### src/rtl/fentry_pkg.sv
package fentry_pkg;
  typedef enum logic [1:0] {
    FLT_NONE = 2'd0,
    FLT_UD   = 2'd1,
    FLT_GP   = 2'd2
  } fault_e;

  // flag bit positions
  localparam int FLB_RSV1 = 1;
  localparam int FLB_IF   = 9;
  localparam int FLB_RF   = 16;
  localparam int FLB_VM   = 17;

  // descriptor attribute layout
  localparam int ATB_G    = 15;
  localparam int ATB_D    = 14;
  localparam int ATB_L    = 13;
  localparam int ATB_P    = 7;
  localparam int ATB_S    = 4;
  localparam logic [3:0] TYPE_CODE_ER_ACC = 4'hB;
  localparam logic [3:0] TYPE_DATA_RW_ACC = 4'h3;

  // selector configuration field
  localparam int SELF_LO  = 32;
  localparam int SEL_W    = 16;
  localparam int LIMIT_W  = 32;
endpackage

### src/rtl/fentry_target.sv
module fentry_target
  import fentry_pkg::*;
#(
  parameter int XLEN    = 64,
  parameter int VA_BITS = 48
) (
  input  logic [XLEN-1:0] tgt64,
  input  logic [XLEN-1:0] tgt_compat,
  input  logic            code64,
  output logic [XLEN-1:0] target,
  output logic            canon
);
  localparam int UP_W = XLEN - VA_BITS + 1;

  logic [UP_W-1:0] upper;

  always_comb begin
    target = code64 ? tgt64 : tgt_compat;
    upper  = target[XLEN-1:VA_BITS-1];
    canon  = (&upper) | ~(|upper);
  end
endmodule

### src/rtl/fentry_check.sv
module fentry_check
  import fentry_pkg::*;
(
  input  logic             sc_enable,
  input  logic             pe_en,
  input  logic             long_active,
  input  logic             lm_only,
  input  logic             canon,
  input  logic [SEL_W-1:0] sel_raw,
  output logic [SEL_W-1:0] cs_sel,
  output logic [SEL_W-1:0] ss_sel,
  output fault_e           fault
);
  always_comb begin
    cs_sel = {sel_raw[SEL_W-1:2], 2'b00};
    ss_sel = cs_sel + SEL_W'(8);
    if (!sc_enable)                      fault = FLT_UD;
    else if (!pe_en)                     fault = FLT_GP;
    else if (lm_only && !long_active)    fault = FLT_UD;
    else if (cs_sel == '0 || ss_sel == '0) fault = FLT_GP;
    else if (long_active && !canon)      fault = FLT_UD;
    else                                 fault = FLT_NONE;
  end
endmodule

### src/rtl/fentry_flags.sv
module fentry_flags
  import fentry_pkg::*;
#(
  parameter int XLEN  = 64,
  parameter int LEN_W = 4
) (
  input  logic             long_active,
  input  logic [XLEN-1:0]  cur_pc,
  input  logic [LEN_W-1:0] insn_len,
  input  logic [XLEN-1:0]  flags_in,
  input  logic [XLEN-1:0]  flag_mask,
  output logic [XLEN-1:0]  ret_addr,
  output logic [XLEN-1:0]  saved,
  output logic [XLEN-1:0]  flags_out
);
  localparam logic [XLEN-1:0] RF_BIT  = XLEN'(1) << FLB_RF;
  localparam logic [XLEN-1:0] VM_BIT  = XLEN'(1) << FLB_VM;
  localparam logic [XLEN-1:0] IF_BIT  = XLEN'(1) << FLB_IF;
  localparam logic [XLEN-1:0] ONE_BIT = XLEN'(1) << FLB_RSV1;

  always_comb begin
    saved = flags_in & ~RF_BIT;
    if (long_active) begin
      ret_addr  = cur_pc + XLEN'(insn_len);
      flags_out = (saved & ~flag_mask) | ONE_BIT;
    end else begin
      ret_addr  = XLEN'(cur_pc[31:0]) + XLEN'(insn_len);
      flags_out = flags_in & ~(RF_BIT | VM_BIT | IF_BIT);
    end
  end
endmodule

### src/rtl/fentry_desc.sv
module fentry_desc
  import fentry_pkg::*;
#(
  parameter bit IS_CODE = 1'b1
) (
  input  logic        long_active,
  output logic [15:0] attr
);
  localparam logic [3:0] SEG_TYPE = IS_CODE ? TYPE_CODE_ER_ACC : TYPE_DATA_RW_ACC;

  always_comb begin
    attr          = '0;
    attr[3:0]     = SEG_TYPE;
    attr[ATB_S]   = 1'b1;
    attr[ATB_P]   = 1'b1;
    attr[ATB_G]   = 1'b1;
    attr[ATB_L]   = long_active;
    attr[ATB_D]   = ~long_active;
  end
endmodule

### src/rtl/fastcall_entry.sv
module fastcall_entry
  import fentry_pkg::*;
#(
  parameter int XLEN    = 64,
  parameter int VA_BITS = 48,
  parameter int LEN_W   = 4
) (
  input  logic             clk,
  input  logic             rst_n,
  input  logic             start,
  input  logic             sc_enable,
  input  logic             pe_en,
  input  logic             long_active,
  input  logic             code64,
  input  logic             lm_only,
  input  logic [XLEN-1:0]  sel_cfg,
  input  logic [XLEN-1:0]  tgt64,
  input  logic [XLEN-1:0]  tgt_compat,
  input  logic [XLEN-1:0]  flag_mask,
  input  logic [XLEN-1:0]  cur_pc,
  input  logic [LEN_W-1:0] insn_len,
  input  logic [XLEN-1:0]  flags_in,
  output logic             done,
  output logic [1:0]       fault,
  output logic [XLEN-1:0]  next_pc,
  output logic [XLEN-1:0]  ret_addr,
  output logic [XLEN-1:0]  saved_flags,
  output logic [XLEN-1:0]  flags_out,
  output logic [15:0]      code_sel,
  output logic [XLEN-1:0]  code_base,
  output logic [31:0]      code_limit,
  output logic [15:0]      code_attr,
  output logic [15:0]      stack_sel,
  output logic [XLEN-1:0]  stack_base,
  output logic [31:0]      stack_limit,
  output logic [15:0]      stack_attr
);
  localparam int NSEG = 2;

  logic [XLEN-1:0]  lm_target, c_ret, c_saved, c_flags, c_pc;
  logic             c_canon;
  logic [SEL_W-1:0] c_cs, c_ss;
  fault_e           c_fault;
  logic [15:0]      c_attr [NSEG];

  fentry_target #(.XLEN(XLEN), .VA_BITS(VA_BITS)) u_target (
    .tgt64(tgt64), .tgt_compat(tgt_compat), .code64(code64),
    .target(lm_target), .canon(c_canon)
  );

  fentry_check u_check (
    .sc_enable(sc_enable), .pe_en(pe_en), .long_active(long_active),
    .lm_only(lm_only), .canon(c_canon),
    .sel_raw(sel_cfg[SELF_LO +: SEL_W]),
    .cs_sel(c_cs), .ss_sel(c_ss), .fault(c_fault)
  );

  fentry_flags #(.XLEN(XLEN), .LEN_W(LEN_W)) u_flags (
    .long_active(long_active), .cur_pc(cur_pc), .insn_len(insn_len),
    .flags_in(flags_in), .flag_mask(flag_mask),
    .ret_addr(c_ret), .saved(c_saved), .flags_out(c_flags)
  );

  // index 0 = code segment, index 1 = stack segment
  for (genvar g = 0; g < NSEG; g++) begin : g_desc
    fentry_desc #(.IS_CODE(g == 0)) u_desc (
      .long_active(long_active), .attr(c_attr[g])
    );
  end

  assign c_pc = long_active ? lm_target : XLEN'(sel_cfg[31:0]);

  always_ff @(posedge clk) begin
    if (!rst_n) begin
      done        <= 1'b0;
      fault       <= FLT_NONE;
      next_pc     <= '0;
      ret_addr    <= '0;
      saved_flags <= '0;
      flags_out   <= '0;
      code_sel    <= '0;
      code_base   <= '0;
      code_limit  <= '0;
      code_attr   <= '0;
      stack_sel   <= '0;
      stack_base  <= '0;
      stack_limit <= '0;
      stack_attr  <= '0;
    end else begin
      done <= start;
      if (start) begin
        fault <= c_fault;
        if (c_fault == FLT_NONE) begin
          next_pc     <= c_pc;
          ret_addr    <= c_ret;
          flags_out   <= c_flags;
          if (long_active) saved_flags <= c_saved;
          code_sel    <= c_cs;
          code_base   <= '0;
          code_limit  <= '1;
          code_attr   <= c_attr[0];
          stack_sel   <= c_ss;
          stack_base  <= '0;
          stack_limit <= '1;
          stack_attr  <= c_attr[1];
        end
      end
    end
  end
endmodule

### config.mk
export PLATFORM = sky130hd
export DESIGN_NAME = fastcall_entry
export DESIGN_NICKNAME = d
export VERILOG_FILES = /design/src/rtl/fentry_pkg.sv /design/src/rtl/fentry_target.sv /design/src/rtl/fentry_check.sv /design/src/rtl/fentry_flags.sv /design/src/rtl/fentry_desc.sv /design/src/rtl/fastcall_entry.sv
export SDC_FILE = /design/constraint.sdc
export NUM_CORES = 1
export LEC_CHECK = 0
export BUFFER_PORTS_ARGS = -buffer_cell sky130_fd_sc_hd__buf_2
export CORE_AREA = 10 10 342 344
export CTS_BUF_LIST = sky130_fd_sc_hd__clkbuf_8
export DETAILED_ROUTE_END_ITERATION = 8
export DIE_AREA = 0 0 352 354
export PLACE_DENSITY = 0.34
export SYNTH_ARGS = -nofsm -noshare
export SYNTH_HDL_FRONTEND = slang
export SYNTH_HIERARCHICAL = 1
export SYNTH_SLANG_ARGS = --single-unit
### constraint.sdc
create_clock -name clk -period 4 [get_ports clk]
set_input_delay 0 -clock clk [delete_from_list [all_inputs] [get_ports clk]]
set_output_delay 0 -clock clk [all_outputs]
set_load 0.005 [all_outputs]
# After elaboration in Yosys (flattened, before gate mapping)
# Cells that the tools add are included.
# word_totals
regBits,304
latchBits,0
mem_bits_rw,0
rom_bits,0
inputBits,396
elab_cells,40
memories,0
# op_classes
addsub,3
n_mul,0
div_mod_pow,0
order_cmp,0
n_eq_ne,0
shift,0
muxes,9
bitwise_logic,5
reduce_logical,12
# op_table
cell,n
64-bit 2-to-1 mux,4
64-bit by 4-bit adder with 64-bit output,1
64-bit AND,1
64-bit NOT,1
32-bit by 4-bit adder with 33-bit output,1
17-bit AND reduction,1
17-bit OR reduction,1
"16-bit by 4-bit adder with 16-bit output, second input constant",1
16-bit logical NOT,1
14-bit logical NOT,1
2-bit 2-to-1 mux,4
3-bit AND reduction,1
1-bit logical AND,2
1-bit logical NOT,2
2-bit logical NOT,1
1-bit NOT,2
2-bit AND reduction,1
1-bit logical OR,1
1-bit 2-to-1 mux,1
1-bit OR,1

# Depth between registers and ports, before layout
# Gate-level depths: netlist of the first run.
# logic_depth
word_depth,13
depth_mapped,16
mapped_depth_nobuf,10

# Cells and area by module
# Netlist of the first run, hierarchy kept.
# modules_own_cells
module,instances,cells_each,area_per_inst_um2,seq_area_each_um2
fastcall_entry,1,1599,13312.8,6486.2
fentry_flags,1,417,2782.7,0.0
fentry_target,1,107,1014.7,0.0
fentry_check,1,89,626.9,0.0
fentry_desc,2,18,123.9,0.0

# Least setup slack after synthesis of the first run
# OpenSTA, ideal clock, no wires.
# synth_path
path_kind,input-to-reg
startpoint,input port sel_cfg[35]
endpoint,register next_pc[10]
setup_time_ns,0.127
arrival_ns,2.528
setup_slack_ns,1.344
stages,15
path_cell_list,ha_1 > buf_6 > and3_1 > buf_6 > and3_4 > and3b_1 > o311ai_2 > nor3_2 > o211a_1 > or3b_1 > buf_2 > and2_1 > buf_2 > buf_6 > o2bb2ai_1
# synth_via
elab_chain_len,9
# synth_lines
item,line,text
start: declaration,fastcall_entry.sv:16,"input logic [XLEN-1:0] sel_cfg,"
16-bit by 4-bit adder with 16-bit output,fentry_check.sv:16,ss_sel = cs_sel + SEL_W'(8);
16-bit logical NOT,fentry_check.sv:20,else if (cs_sel == '0 || ss_sel == '0) fault = FLT_GP;
1-bit logical OR (*),fentry_check.sv:20,
2-bit 2-to-1 mux (*),fentry_check.sv:20,
2-bit 2-to-1 mux (*),fentry_check.sv:19,else if (lm_only && !long_active) fault = FLT_UD;
2-bit 2-to-1 mux (*),fentry_check.sv:18,else if (!pe_en) fault = FLT_GP;
2-bit 2-to-1 mux (*),fentry_check.sv:17,if (!sc_enable) fault = FLT_UD;
net c_fault[1],fastcall_entry.sv:43,fault_e c_fault;
2-bit logical NOT (*),fastcall_entry.sv:93,if (c_fault == FLT_NONE) begin
2-bit AND reduction (no source line) (*),n/a,
end signal: assignment,fastcall_entry.sv:94,next_pc <= c_pc;
end: declaration,fastcall_entry.sv:25,"output logic [XLEN-1:0] next_pc,"
# Mark *: on every way through the listed nets, which the timed path passes. The rest lies on a longest branch.
# A chain may end at the register's enable or synchronous reset.

# Worst setup path after layout of the first run
# layout_path
startpoint,input port tgt_compat[51]
endpoint,register saved_flags[25]
# layout_via
elab_chain_len,13
# layout_lines
item,line,text
start: declaration,fastcall_entry.sv:18,"input logic [XLEN-1:0] tgt_compat,"
64-bit 2-to-1 mux (*),fentry_target.sv:18,target = code64 ? tgt64 : tgt_compat;
17-bit OR reduction,fentry_target.sv:20,canon = (&upper) | ~(|upper);
1-bit NOT,fentry_target.sv:20,
1-bit OR (*),fentry_target.sv:20,
net c_canon,fastcall_entry.sv:41,logic c_canon;
1-bit logical NOT (*),fentry_check.sv:21,else if (long_active && !canon) fault = FLT_UD;
1-bit logical AND (*),fentry_check.sv:21,
1-bit 2-to-1 mux (*),fentry_check.sv:21,
2-bit 2-to-1 mux (*),fentry_check.sv:20,
2-bit 2-to-1 mux (*),fentry_check.sv:19,
2-bit 2-to-1 mux (*),fentry_check.sv:18,
2-bit 2-to-1 mux (*),fentry_check.sv:17,
net c_fault[0],fastcall_entry.sv:43,
2-bit logical NOT (*),fastcall_entry.sv:93,
3-bit AND reduction (no source line) (*),n/a,
end signal: assignment,fastcall_entry.sv:97,if (long_active) saved_flags <= c_saved;
end: declaration,fastcall_entry.sv:27,"output logic [XLEN-1:0] saved_flags,"
# Marked as above.

==> results of run 1 <==
-- power by group --
| part | leakage [nW] | total (W) | internal, W | switching (W) |
|---|---|---|---|---|
| registers | 2.63 | 0.00340 | 0.00334 | 0.0000554 |
| clock network | 0.853 | 0.00408 | 0.00227 | 0.00181 |
| logic | 10.2 | 0.00163 | 0.000814 | 0.000820 |
-- what timing repair did --
| item | in CTS | in global routing |
|---|---|---|
| setup endpoints to repair | 0 | 6 |
| setup buffers | 0 | 5 |
| hold endpoints to repair | 301 | 0 |
| hold buffers | 504 | 0 |
-- layout by cell type (no fill, tap or decap), types with 26 or more instances in the layout --
cell | netlist | final
a21boi_0 | 61 | 61
a21oi_1 | 36 | 36
buf_2 | 33 | 759
buf_4 | 311 | 34
clkbuf_8 | 0 | 95
conb_1 | 7 | 162
dfxtp_1 | 324 | 324
dlygate4sd3_1 | 0 | 504
inv_1 | 16 | 32
mux2_2 | 59 | 59
mux2i_1 | 37 | 37
nand2_1 | 284 | 284
nand3_1 | 614 | 614
nand4_1 | 26 | 26
o21ai_0 | 38 | 38
o2bb2ai_1 | 32 | 32
o31ai_1 | 27 | 27
or4_1 | 29 | 29
-- final cells by class --
type / count / area [um2] / area share (%)
timing repair buffer: 1313 / 9410 / 33.3
tap: 1488 / 1860 / 6.59
antenna: 9 / 22.5 / 0.0797
sequential: 324 / 6490 / 23.0
clock inverter: 30 / 243 / 0.859
clock buffer: 95 / 1310 / 4.63
inverter: 16 / 60.1 / 0.213
multi-input combinational: 1580 / 8880 / 31.4
-- through the flow --
| stage | power [W] | worst slack [ns] | instance area (um2) | instances |
|---|---|---|---|---|
| 4_1_cts | 0.00936 | 0.00700 | 28200 | 4841 |
| 6_report | 0.00911 | 0.119 | 28300 | 4855 |
| 2_1_floorplan | 0.00425 | 1.34 | 18600 | 2403 |
| 3_3_place_gp | 0.00468 | 0.436 | 21600 | 4212 |
| 5_1_grt | 0.00963 | 0.0991 | 28200 | 4849 |
| 3_5_place_dp | 0.00468 | 0.401 | 21600 | 4212 |
-- metal layers --
| layer | GRT usage (%) | share of wire [%] | wire length [um] | vias to the layer above |
|---|---|---|---|---|
| met5 | 0 | 0.027 | 25 | - |
| met4 | 4.11 | 2.4 | 2240 | 4 |
| met3 | 4.21 | 6.2 | 5770 | 119 |
| met2 | 23.6 | 48 | 44200 | 533 |
| met1 | 17.6 | 44 | 40500 | 9115 |
| li1 | - | - | - | 9522 |
-- Yosys cell counts, types with 20 or more instances --
cell	number	area (um2)
a21boi_0	61	458
a21oi_1	36	180
buf_1	21	78.8
buf_2	33	165
buf_4	311	2330
buf_6	20	225
clkbuf_1	98	368
dfxtp_1	324	6490
mux2_2	59	664
mux2i_1	37	370
nand2_1	284	1070
nand3_1	614	3070
nand4_1	26	163
nor2_1	24	90.1
o21ai_0	38	190
o2bb2ai_1	32	280
o31ai_1	27	203
or4_1	29	218
xnor2_1	25	219
-- kinds of logic after synthesis --
| kind of cell | after synthesis | share of synthesized area (%) |
|---|---|---|
| other | 7 | 0.146 |
| buffers and inverters | 499 | 18.0 |
| adder cells (fa/ha/maj) | 6 | 0.459 |
| multiplexers | 97 | 5.84 |
| XOR/XNOR | 42 | 2.05 |
| AND/OR/NAND/NOR | 1059 | 29.2 |
| flip-flops | 324 | 36.1 |
| AO/OA/AOI/OAI | 214 | 8.31 |
-- worst max-delay path: cells and delay by family --
family,cells,cell delay (ns)
AO/OA/AOI/OAI,4,1.09
buffers and inverters,7,2.46
AND/OR/NAND/NOR,5,0.79
-- worst paths after layout --
| check | from | end | slack [ns] | depth (start not counted) |
|---|---|---|---|---|
| setup / recovery | tgt_compat[51] | saved_flags[25] | 0.12 | 16 |
| setup reg to reg | fault[0] | fault[0] | 2.86 | 3 |
| hold reg to reg | flags_out[24] | flags_out[24] | 0.44 | 2 |
| hold / removal | flags_in[9] | saved_flags[9] | 0.09 | 4 |
-- flip-flops by register name, summed over array words and instances, names as in the netlist --
| name | count |
|---|---|
| stack_limit | 1 |
| stack_sel | 16 |
| flags_out | 64 |
| ret_addr | 64 |
| next_pc | 64 |
| code_sel | 16 |
| stack_attr | 16 |
| code_attr | 16 |
| done | 1 |
| fault | 2 |
| saved_flags | 64 |
==> out/qor.yml, run 1 <==
hold_ws_ns: 0.0880
drv_slew: 0
fillCellCount: 12300
dieArea_um2: 125000
ir_drop_mv: 0.210
finalCriticalPeriod_ns: 3.88
outcome: "completed"
ant_nets: 0
cp-start-kind: "primary input"
io_pins: 911
vias: 19300
post-route-util_pct: 25.7
path_clk_slew_ns: 0.06
synth_area_um2: 18000
grt_pass1_vias: 20400
cp_cell_sequence: "dlygate4sd3_1 > buf_2 > nor3_1 > o2111ai_1 > a211oi_2 > a41o_1 > or3b_2 > o211ai_1 > buf_4 > nor4bb_4 > buf_4 > buf_12 > nand3_1 > dlygate4sd3_1 > nand2_1 > dlygate4sd3_1"
antenna_found_initial: 10
nets: 3711
synthToLayoutAreaGrowth_pct: 57.1
io_buffers: 761
grt_start_max_net_pins: 114
core-area_um2: 110000
clock_latency_ns: 0.69
slowest_delay_ns: 0.60
grt_util_all_layers_pct: 14.2
power_density_nw_per_um2: 322
die-width_um: 352
critPathSlowestCell: "dlygate4sd3_1"
cts-root-buf: "clkbuf_8"
wl_per_cell_um: 19.1
critical_path_required_ns: 4.56
min_period_over_period_pct: 97.0
first_iter_violations: 964
grt_remaining_overflow: 0
die_y_um: 354
row_count: 122
hpwl_um: 69000
ctsResizeCount: 0
cts_made_buffers: 74
synthDistinctLibCells: 69
crit_fanout: 62
grt_pass1_wl_um: 137000
avgSynthCellArea_um2: 8.00
synthCells: 2248
gp_congestion: 0.870
tightest_slew_ns: 0.983
fmax_ghz: 0.258
fin_worst_skew_ns: 0
drt_pass1_iterations: 5
drc: 0
ys_seq_area_share_pct: 36.1
initial_utilization_pct: 16.3
wirelength_um: 92800
setup.worst_path.end_class: "register"
synth-edff-count: 0
worstSetupPathType: "primary input to register"
crit_top_cell: "dlygate4sd3_1"
setup_viol: 0
clock-sinks: 324
cp.arrival_ns: 4.45
ys_ff_latch: 324
rsz0062_at_grt: "no"
synth_warnings: 6
fin_setup_tns_ns: 0
slew_headroom_pct: 33.9
timing.final.hold_violations: 0
cap_violations: 0
viasPerCell: 3.97
p_leak_nw: 13.7
async_flop_share_pct: 0
clock_path_buffers: 3
ys.flop_type: "dfxtp_1"
h-tree-depth: 3
hold_path.class: "primary input to register"
cts_tree: "done"
drive_gt1_share_pct: 29.8
Power figures use the tool's default switching activity.
==> run 2: changes to the inputs <==
--- a/config.mk
+++ b/config.mk
@@ -5,12 +5,14 @@
 export SDC_FILE = /design/constraint.sdc
 export NUM_CORES = 1
 export LEC_CHECK = 0
+export ABC_AREA = 1
 export BUFFER_PORTS_ARGS = -buffer_cell sky130_fd_sc_hd__buf_2
-export CORE_AREA = 10 10 342 344
+export CORE_AREA = 10 10 346 348
 export CTS_BUF_LIST = sky130_fd_sc_hd__clkbuf_8
 export DETAILED_ROUTE_END_ITERATION = 8
-export DIE_AREA = 0 0 352 354
-export PLACE_DENSITY = 0.34
+export DIE_AREA = 0 0 356 358
+export MAX_ROUTING_LAYER = met4
+export PLACE_DENSITY = 0.37
 export SYNTH_ARGS = -nofsm -noshare
 export SYNTH_HDL_FRONTEND = slang
 export SYNTH_HIERARCHICAL = 1
==> constraint.sdc (replaced) <==
create_clock -name clk -period 3.1 [get_ports clk]
set_input_delay 0 -clock clk [delete_from_list [all_inputs] [get_ports clk]]
set_output_delay 0 -clock clk [all_outputs]
set_load 0.005 [all_outputs]
==> run 2 against run 1 <==
- cell area increased by 6.1%
- worst hold slack got worse by 0.023 ns
- largest power group unchanged
- sequential power increased by 34%
- clock-buffer cell count decreased by 9
- power increased by 32%
- non-clock buffer count decreased by 79
- first-iteration DRC count increased by 24%
- global-route usage increased by 1.9 points
- final cell count increased by 18%
- synthesized cell count increased by 42%
- setup slack improved by 0.094 ns
==> out/qor.yml, run 2 <==
h-tree-depth: 3  # unchanged
ys_ff_latch: 324  # unchanged
critical_path_required_ns: 3.67  # -0.89 ns
io_pins: 911  # unchanged
finalCriticalPeriod_ns: 2.89
hold-path-cell-count: 7  # +3
avgSynthCellArea_um2: 6.50  # -19%
final_common_cell: "nand2_1"
min_period_over_period_pct: 93.1
ys_seq_area_share_pct: 31.3  # -4.8 points
synth_top_family_by_area: "simple AND/OR/NAND/NOR gates"
row_count: 123  # +0.82%
clock_latency_ns: 0.68  # about the same
synthCells: 3190  # +42%
critPathSlowestCell: "dlygate4sd3_1"
grt_pass1_vias: 22600  # +11%
fin_setup_tns_ns: 0  # unchanged
post-route-util_pct: 26.7  # +1.0 points
cp_cell_sequence: "buf_2 > dlygate4sd3_1 > nand3_1 > o21bai_1 > nand2_1 > nor2_2 > nand3_1 > o21bai_4 > buf_4 > nand2_1 > nand2_2 > nor2_2 > nor2_4 > buf_12 > buf_12 > nand3b_1 > nand2_1 > nor2_1 > dlygate4sd3_1"
reg2reg_slack_ns: 1.89  # -0.97 ns
synthToLayoutAreaGrowth_pct: 44.7
first_iter_violations: 1192  # +24%
tightest_slew_ns: 0.875  # -0.109 ns
vias: 22500  # +16%
crit_fanout: 33  # -47%
hpwl_um: 82900  # +20%
die_y_um: 358  # +1.1%
nets: 4572  # +23%
ys.flop_type: "dfxtp_1"
synthDistinctLibCells: 36  # -48%
drv_slew: 0  # unchanged
ir_drop_mv: 0.262  # +24%
grt_start_max_net_pins: 125  # +9.6%
grt_pass1_wl_um: 152000  # +11%
synthAdderAreaFrac_pct: 0.398  # -0.061 points
fmax_ghz: 0.346
cp-startpoint: "sel_cfg[40]"
r2r_start: "next_pc[9]"
dieArea_um2: 127000  # +2.3%
grt_util_all_layers_pct: 16.2  # +1.9 points
path_clk_slew_ns: 0.06  # about the same
setup_viol: 0  # unchanged
pre_cts_ws_ns: 0.0525  # -0.349 ns
outcome: "completed"
clock_path_buffers: 3  # unchanged
hold_path.class: "primary input to register"
die-width_um: 356  # +1.1%
synthTopCellsByCount: "nand2_1, nor2_1, buf_4, dfxtp_1, nand3b_1"
worstSetupPathType: "primary input to register"
drive_gt1_share_pct: 23.4  # -6.4 points
initial_utilization_pct: 18.4  # +2.1 points
endpoint: "ret_addr[13]"
grt-busiest-layer: "met2"
wirelength_um: 107000  # +16%
synth_most_common_cell: "nand2_1"
grt_remaining_overflow: 0  # unchanged
io_buffers: 761  # unchanged
yosys.area_share.simple_pct: 41.4  # +12 points
drc: 0  # unchanged
viasPerCell: 3.93  # -1.1%
slew_headroom_pct: 41.7  # +7.8 points
fin_worst_skew_ns: 0  # unchanged
rsz0062_at_grt: "no"
slowest_delay_ns: 0.62  # +0.02 ns
use_met2_pct: 26.2  # +2.6 points
cts_made_buffers: 70  # -5.4%
power_density_nw_per_um2: 402  # +25%
async_flop_share_pct: 0  # unchanged
postLayoutSetupSlackWorst_ns: 0.213  # +0.0936 ns
drt_pass1_iterations: 5  # unchanged
cp.arrival_ns: 3.46  # -0.99 ns
ant_nets: 0  # unchanged
synthMuxAreaShare_pct: 0  # -5.8 points
synth_warnings: 6  # unchanged
clock-sinks: 324  # unchanged
rr_endpoint: "next_pc[9]"
cts-root-buf: "clkbuf_8"
met3_usage_pct: 5.15  # +0.94 points
timing.final.hold_violations: 0  # unchanged
p_leak_nw: 14.8  # +8.5%
synth-edff-count: 0  # unchanged
hold_ws_ns: 0.0652  # -0.0228 ns
yosys-top-cells-area: "dfxtp_1, nand2_1, nor2_1"
yosysTopAreaCell: "dfxtp_1"
setup.worst_path.end_class: "register"
grt_use_met1_pct: 19.1  # +1.5 points
wl_per_cell_um: 18.8  # -1.8%
antenna_found_initial: 11  # +1
crit_top_cell: "nand2_1"
cap_violations: 0  # unchanged
cp-start-kind: "primary input"
synth-xor-area-share_pct: 1.48  # -0.57 points
synth_area_um2: 20700  # +15%
cts_tree: "done"
gp_congestion: 0.868  # -0.22%
r2r_cells: 5  # +2
final_cell_mix: "nand2_1, buf_2, nor2_1"
fillCellCount: 12800  # +4.3%
core-area_um2: 112000  # +2.1%
synth-compound-area-share_pct: 6.07  # -2.2 points
synth_top_area_share_pct: 31.3  # -4.8 points
## run 2: per-layer routing
layer | share of wire, % | up-vias
met5 | 0 | -
met1 | 42 | 10200
li1 | - | 11400
met4 | 2.5 | 0
met3 | 8.3 | 129
met2 | 47 | 762
## run 2: cell type report
type / count / area (um2) / share of cell area, %
Multi-Input combinational cell: 2348 / 10900 / 36.2
Timing Repair Buffer: 1234 / 8680 / 29.0
Sequential cell: 324 / 6490 / 21.6
Tap cell: 1500 / 1880 / 6.26
Clock buffer: 86 / 1180 / 3.95
Inverter: 192 / 733 / 2.45
Clock inverter: 26 / 139 / 0.463
Antenna cell: 9 / 22.5 / 0.0751
## run 2: kinds of logic after synthesis
logic type,Yosys count
AOI/OAI and AO/OA,215
xor gates and xnor gates,35
adders and majority gates,6
buffers and inverters,673
DFF,324
other,7
and+or+nand+nor,1930
## run 2: per-stage QoR
stage	area, um2	std cells	total power (W)
floorplan	21300	3345	0.00613
global route	30000	5719	0.0128
global placement	24500	5190	0.00703
CTS	29900	5707	0.0123
finish	30000	5719	0.0121
detailed placement	24500	5190	0.00703
## run 2: what timing repair did
action,in CTS,in global routing
hold buffers,405,0
endpoints found under the hold margin,293,0
gates resized for setup,0,5
setup endpoints to repair,0,35
setup buffers,0,1
## run 2: worst min-delay path by stage
stage	from	to	slack (ns)
after detailed placement	flags_in[19]	saved_flags[19]	0.33
after CTS	cur_pc[41]	ret_addr[41]	0.009
after global routing	cur_pc[41]	ret_addr[41]	0.07
final	tgt64[7]	next_pc[7]	0.07
after global placement	flags_in[25]	saved_flags[25]	0.32
after floorplan	long_active	code_attr[14]	0.25
## run 2: worst max-delay path: cells and delay by family
kind                   cells  cell delay (ns)
buffers and inverters      6             1.92
AOI/OAI and AO/OA          2             0.36
and+or+nand+nor           11             1.14
## run 2: where the power goes
group / leakage, nW / switching (W) / internal [W]
combinational: 11.4 / 0.00155 / 0.00130
sequential: 2.65 / 0.000133 / 0.00441
clock: 0.741 / 0.00217 / 0.00249
